File: config.mk
export PLATFORM = sky130hd
export DESIGN_NAME = vreg_scoreboard
export DESIGN_NICKNAME = d
export VERILOG_FILES = /design/src/rtl/vreg_scoreboard.sv
export SDC_FILE = /design/constraint.sdc
export NUM_CORES = 1
export LEC_CHECK = 0
export ABC_AREA = 1
export BUFFER_PORTS_ARGS = -buffer_cell sky130_fd_sc_hd__buf_2
export CAP_MARGIN = 30
export CORE_UTILIZATION = 25
export CTS_CLUSTER_SIZE = 24
export DETAILED_ROUTE_END_ITERATION = 12
export PLACE_DENSITY_LB_ADDON = 0.1
export SYNTH_ARGS = -nofsm -noshare
export SYNTH_HDL_FRONTEND = slang
export SYNTH_SLANG_ARGS = --single-unit
File: constraint.sdc
create_clock -name clk -period 5 [get_ports clk]
set_input_delay 0.5 -clock clk [delete_from_list [all_inputs] [get_ports clk]]
set_output_delay 0.5 -clock clk [all_outputs]
set_load 0.01 [all_outputs]
File: src/rtl/vreg_scoreboard.sv
module vreg_scoreboard #(
  parameter int NUM_REGS  = 16,
  parameter int MIN_ALLOC = 4,
  parameter int NUM_OPS   = 4,
  parameter int LAT_W     = 4,
  parameter int SP_LAT    = 4,
  parameter int DP_LAT    = 7,
  parameter int CNT_W     = 16,
  localparam int IDX_W    = $clog2(NUM_REGS)
) (
  input  logic                     clk,
  input  logic                     rst_n,
  input  logic                     chk_valid,
  input  logic [NUM_OPS-1:0]       chk_op_vld,
  input  logic [NUM_OPS*IDX_W-1:0] chk_op_idx,
  input  logic [NUM_OPS-1:0]       chk_op_wide,
  input  logic [NUM_OPS-1:0]       chk_op_dst,
  output logic                     chk_ready,
  input  logic                     iss_valid,
  input  logic [IDX_W-1:0]         iss_idx,
  input  logic                     iss_wide,
  input  logic                     ex_valid,
  input  logic [IDX_W-1:0]         ex_idx,
  input  logic                     ex_wide,
  input  logic                     ex_hold,
  input  logic                     rel_valid,
  input  logic [NUM_REGS-1:0]      rel_mask,
  input  logic [LAT_W-1:0]         rel_delay,
  output logic [CNT_W-1:0]         stall_wax,
  output logic [CNT_W-1:0]         stall_raw
);

  if (NUM_REGS % 2 != 0) begin : g_odd_regs
    $error("NUM_REGS must be even");
  end
  if (NUM_REGS % MIN_ALLOC != 0) begin : g_bad_granule
    $error("NUM_REGS must be a multiple of MIN_ALLOC");
  end
  if (SP_LAT < 1 || DP_LAT < 1 || SP_LAT >= 2**LAT_W || DP_LAT >= 2**LAT_W) begin : g_bad_lat
    $error("latencies must fit LAT_W and be nonzero");
  end

  function automatic logic [NUM_REGS-1:0] span(input logic [IDX_W-1:0] idx, input logic wide);
    logic [NUM_REGS-1:0] m;
    logic [IDX_W-1:0]    nxt;
    m      = '0;
    nxt    = (idx == IDX_W'(NUM_REGS - 1)) ? '0 : idx + 1'b1;
    m[idx] = 1'b1;
    if (wide) m[nxt] = 1'b1;
    return m;
  endfunction

  logic [NUM_REGS-1:0]       busy_q, infl_q;
  logic [NUM_REGS*LAT_W-1:0] cnt_q;

  wire [NUM_REGS-1:0] iss_m   = iss_valid ? span(iss_idx, iss_wide) : '0;
  wire [NUM_REGS-1:0] ex_m    = ex_valid  ? span(ex_idx, ex_wide)   : '0;
  wire [NUM_REGS-1:0] rel_m   = rel_valid ? rel_mask                : '0;
  wire [NUM_REGS-1:0] flagged = busy_q | infl_q;
  wire [LAT_W-1:0]    ex_lat  = ex_hold ? '0 : (ex_wide ? LAT_W'(DP_LAT) : LAT_W'(SP_LAT));

  for (genvar r = 0; r < NUM_REGS; r++) begin : g_reg
    wire [LAT_W-1:0] cnt     = cnt_q[r*LAT_W +: LAT_W];
    wire             expire  = (cnt == LAT_W'(1));
    wire             rel_now = rel_m[r] && (rel_delay == '0);

    always_ff @(posedge clk or negedge rst_n) begin
      if (!rst_n) begin
        busy_q[r]               <= 1'b0;
        infl_q[r]               <= 1'b0;
        cnt_q[r*LAT_W +: LAT_W] <= '0;
      end else begin
        if (ex_m[r])                busy_q[r] <= 1'b1;
        else if (expire || rel_now) busy_q[r] <= 1'b0;

        if (iss_m[r])     infl_q[r] <= 1'b1;
        else if (ex_m[r]) infl_q[r] <= 1'b0;

        if (ex_m[r])          cnt_q[r*LAT_W +: LAT_W] <= ex_lat;
        else if (rel_m[r])    cnt_q[r*LAT_W +: LAT_W] <= rel_delay;
        else if (cnt != '0)   cnt_q[r*LAT_W +: LAT_W] <= cnt - 1'b1;
      end
    end
  end

  logic [NUM_OPS-1:0] blk;
  for (genvar k = 0; k < NUM_OPS; k++) begin : g_op
    assign blk[k] = chk_op_vld[k] &&
                    |(flagged & span(chk_op_idx[k*IDX_W +: IDX_W], chk_op_wide[k]));
  end

  assign chk_ready = ~|blk;

  logic first_dst;
  always_comb begin
    first_dst = 1'b0;
    for (int k = NUM_OPS - 1; k >= 0; k--)
      if (blk[k]) first_dst = chk_op_dst[k];
  end

  always_ff @(posedge clk or negedge rst_n) begin
    if (!rst_n) begin
      stall_wax <= '0;
      stall_raw <= '0;
    end else if (chk_valid && !chk_ready) begin
      if (first_dst) stall_wax <= stall_wax + 1'b1;
      else           stall_raw <= stall_raw + 1'b1;
    end
  end

endmodule

==> metrics.txt <==
# TYPE chip_impl_metric gauge
chip_impl_metric{name="hold_viol",unit=""} 0
chip_impl_metric{name="die_w",unit="um"} 194
chip_impl_metric{name="worst-endpoint-required",unit="ns"} 4.50
chip_impl_metric{name="detailroute.via_count",unit=""} 8557
chip_impl_metric{name="num-nets-final",unit=""} 1491
chip_impl_metric{name="area_growth_syn_to_layout",unit="%"} 17.4
chip_impl_info{name="timing.hold.worst.class",value="in -> async"} 1
chip_impl_metric{name="via_per_inst",unit=""} 4.63
chip_impl_metric{name="critical_path.max_fanout",unit=""} 4
chip_impl_metric{name="instances_no_fill",unit=""} 1849
chip_impl_metric{name="cts_max_level",unit=""} 4
chip_impl_metric{name="numPortBuffers",unit=""} 97
chip_impl_metric{name="utilization",unit="%"} 30.1
chip_impl_metric{name="via_count_of_the_first_global_routing_pass",unit=""} 8472
chip_impl_metric{name="grt-ovfl-total",unit=""} 0
chip_impl_metric{name="timing.critical_path.arrival",unit="ns"} 2.27
chip_impl_info{name="grt_setup_unrepaired",value="no"} 1
chip_impl_metric{name="cts_buffer_depth",unit=""} 2
chip_impl_metric{name="clkLatencyLatePin",unit="ns"} 0.43
chip_impl_metric{name="maxSlewHeadroom",unit="%"} 38.5
chip_impl_info{name="reg2reg_from",value="busy_q[4]"} 1
chip_impl_metric{name="die_height",unit="um"} 194
chip_impl_metric{name="multi_input_area",unit="mm2"} 0.00522
chip_impl_metric{name="seqCellArea",unit="mm2"} 0.00320
chip_impl_metric{name="final.setup.tns",unit="ns"} 0
chip_impl_metric{name="cts_post_setup_buffers_inserted",unit=""} 0
chip_impl_info{name="result_of_the_run",value="finished clean"} 1
chip_impl_metric{name="post_syn_area",unit="mm2"} 0.00918
chip_impl_metric{name="timing.final.setup_violations",unit=""} 0
chip_impl_metric{name="final.setup.worst_slack",unit="ns"} 2.23
chip_impl_info{name="critPathKind",value="reg -> out"} 1
chip_impl_metric{name="final_cell_area",unit="mm2"} 0.0108
chip_impl_metric{name="cts_inserted_buffers",unit=""} 17
chip_impl_metric{name="synthesis.instances",unit=""} 1278
chip_impl_info{name="cts_tree",value="built"} 1
chip_impl_metric{name="critical-path-max-stage-delay",unit="ns"} 0.42
chip_impl_metric{name="dpl_worst_slack",unit="ns"} 2.27
chip_impl_metric{name="tightest_slew",unit="ns"} 0.923
chip_impl_metric{name="numPlacedInstances",unit=""} 1817
chip_impl_metric{name="num-fill-cells",unit=""} 3876
chip_impl_metric{name="drt_pass1_iterations",unit=""} 5
chip_impl_metric{name="design.die.area",unit="mm2"} 0.0375
chip_impl_metric{name="fraction_of_the_yosys_area_taken_by_sequential_cells",unit="%"} 34.9
chip_impl_metric{name="max_cap_violations",unit=""} 0
chip_impl_metric{name="remaining_drc_errors",unit=""} 0
chip_impl_info{name="predominant_post_synthesis_flop_cell",value="dfrtp_1"} 1
chip_impl_metric{name="routed_wirelength",unit="mm"} 29.4
chip_impl_metric{name="path_clk_slew",unit="ns"} 0.06
chip_impl_metric{name="achievable-frequency",unit="MHz"} 361
chip_impl_info{name="clock_tree_root_buffer_cell",value="clkbuf_16"} 1
chip_impl_metric{name="slew_violations",unit=""} 0
chip_impl_metric{name="post_cts_resized",unit=""} 0
chip_impl_metric{name="regToRegSetupSlack",unit="ns"} 2.54
chip_impl_metric{name="hpwlAfterDp",unit="mm"} 21.2
chip_impl_info{name="critPathSlowestCell",value="dfrtp_1"} 1
chip_impl_metric{name="period_share",unit="%"} 55.5
chip_impl_metric{name="synth-seq-cells",unit=""} 128
chip_impl_info{name="worstSetupEndpointType",value="primary output"} 1
chip_impl_metric{name="r2r.worst_path.cells",unit=""} 15
chip_impl_metric{name="mapped_nets",unit=""} 1393
chip_impl_metric{name="synth_edf_count",unit=""} 0
chip_impl_info{name="timing.critical_path.cells",value="nor2_1 -> nand2_1 -> nand3_1 -> nand3_1 -> a21oi_1 -> nand3_1 -> nand2_1 -> nand2_1 -> nor2_4 -> buf_2"} 1
chip_impl_metric{name="insertedDiodeCount",unit=""} 0
chip_impl_metric{name="yosysWarnings",unit=""} 0
chip_impl_metric{name="worst_ir_drop_vdd",unit="uV"} 260
chip_impl_metric{name="core_area",unit="mm2"} 0.0358
chip_impl_metric{name="wire_length_of_the_first_global_routing_pass",unit="mm"} 47.3
chip_impl_metric{name="track_usage",unit="%"} 16.2
chip_impl_info{name="cp-start-kind",value="flip-flop"} 1
chip_impl_metric{name="finalWorstPathRequiredPeriod",unit="ns"} 2.77
chip_impl_metric{name="number_of_drc_violations_after_detailed_routing_iteration_0",unit=""} 512
chip_impl_metric{name="cellPowerDensity",unit="mW/mm2"} 478
chip_impl_metric{name="report.power.total",unit="mW"} 5.15
chip_impl_metric{name="hold_slack",unit="ns"} 0.0928
chip_impl_metric{name="gp_routability_congestion",unit=""} 0.837
chip_impl_metric{name="grt_max_degree",unit=""} 86
chip_impl_metric{name="floorplan.rows",unit=""} 69
chip_impl_metric{name="postRouteAntennaNets",unit=""} 0
chip_impl_metric{name="synth_cell_type_count",unit=""} 53
chip_impl_info{name="crit-reg2reg-capture",value="stall_wax[6]"} 1
chip_impl_metric{name="num_io_pins",unit=""} 98
chip_impl_metric{name="cts_sinks",unit=""} 128
chip_impl_metric{name="leakage_power",unit="nW"} 5.44
chip_impl_metric{name="syn_avg_cell_area",unit="um2"} 7.18
chip_impl_metric{name="drive_above_1_share",unit="%"} 12.4
chip_impl_metric{name="post_drt_wl_per_cell",unit="um"} 15.9
chip_impl_metric{name="number_of_buffers_added_to_fix_hold_violations_after_cts",unit=""} 0
chip_impl_metric{name="worst_clock_skew",unit="ns"} 0.0118
chip_impl_metric{name="place_area",unit="mm2"} 0.0101
chip_impl_metric{name="ys_async_sr_fraction",unit="%"} 100
chip_impl_metric{name="initial_antenna_violation_count",unit=""} 1
chip_impl_metric{name="start_util",unit="%"} 25.6
## power by group
| part | switching, mW | total [mW] | internal [mW] |
|---|---|---|---|
| logic | 1.20 | 2.03 | 0.824 |
| registers | 0.325 | 1.76 | 1.43 |
| clock network | 0.521 | 1.37 | 0.846 |
| total | 2.05 | 5.15 | 3.11 |
## critical path, delay by kind of cell (launching register included)
family	cells	cell delay, ns
buf+inv	1	0.16
simple gates	8	1.12
compound gates	1	0.13
flops	1	0.42
## synth_stat cells (3+ instances only)
library cell	count	area, um2
inv_1	159	597
xor2_1	28	245
buf_4	4	30.0
a31oi_1	7	43.8
a22o_1	7	61.3
a32o_1	3	30.0
nor4_1	3	18.8
o21ai_0	76	380
or2_2	7	43.8
nand4_1	23	144
nand3b_1	3	22.5
nor3_1	18	90.1
o221ai_1	3	26.3
clkbuf_1	12	45.0
a211oi_1	6	45.0
o2111ai_1	5	43.8
o2bb2ai_1	12	105
nand2_2	13	81.3
a21oi_1	26	130
dfrtp_1	128	3200
o211ai_1	18	135
xnor2_1	27	236
nand3_1	117	586
inv_2	4	15.0
ha_1	50	626
buf_2	4	20.0
o22ai_1	6	37.5
nor2_1	126	473
nand2_1	340	1280
o21ai_1	10	50.1
## metal layers
metal	vias to the layer above	share of wire (%)	GRT usage, %
met5	-	0	0
met4	0	1.0	4.47
met3	19	3.8	2.65
met2	160	44	25.1
met1	3989	51	23.0
li1	4389	-	-
## cells by family (layout without fill, tap and decap cells)
| logic type | after synthesis | in the layout | synth area share [%] |
|---|---|---|---|
| simple gates | 665 | 665 | 31.6 |
| compound gates | 192 | 192 | 13.0 |
| flops | 128 | 128 | 34.9 |
| xor+xnor | 55 | 55 | 5.25 |
| fa+ha+maj | 50 | 50 | 6.82 |
| buf+inv | 186 | 296 | 8.17 |
| mux | 2 | 2 | 0.218 |
## placed cells by master (no fill, tap or decap), types with 23 or more instances in the layout
cell and n:
a21oi_1 26, buf_2 96, dfrtp_1 128, ha_1 50, inv_1 159, nand2_1 340, nand3_1 117, nand4_1 23
nor2_1 126, o21ai_0 76, xnor2_1 27, xor2_1 28
## registers in the layout (all words and copies together), names as in the netlist
register and cells:
busy_q 16, g.cnt 64, infl_q 16, stall_raw 16, stall_wax 16
## worst max path at each step
stage | to | cells past startpoint | startpoint | slack [ns]
2_1_floorplan | stall_raw[10] | 18 | chk_op_idx[1] | 2.94
3_3_place_gp | stall_wax[3] | 15 | chk_op_idx[13] | 2.30
3_5_place_dp | stall_wax[7] | 15 | chk_op_idx[13] | 2.27
4_1_cts | chk_ready | 10 | busy_q[7] | 2.13
5_1_grt | chk_ready | 12 | busy_q[8] | 1.98
6_report | chk_ready | 10 | busy_q[7] | 2.23
## cell type report
type,count,area share (%)
Inverter,163,5.68
Sequential cell,128,29.7
Timing Repair Buffer,102,4.91
Clock buffer,18,4.08
Multi-Input combinational cell,964,48.5
Tap cell,461,5.35
Clock inverter,13,1.74
No activity file was read; power rests on OpenSTA's default activity.
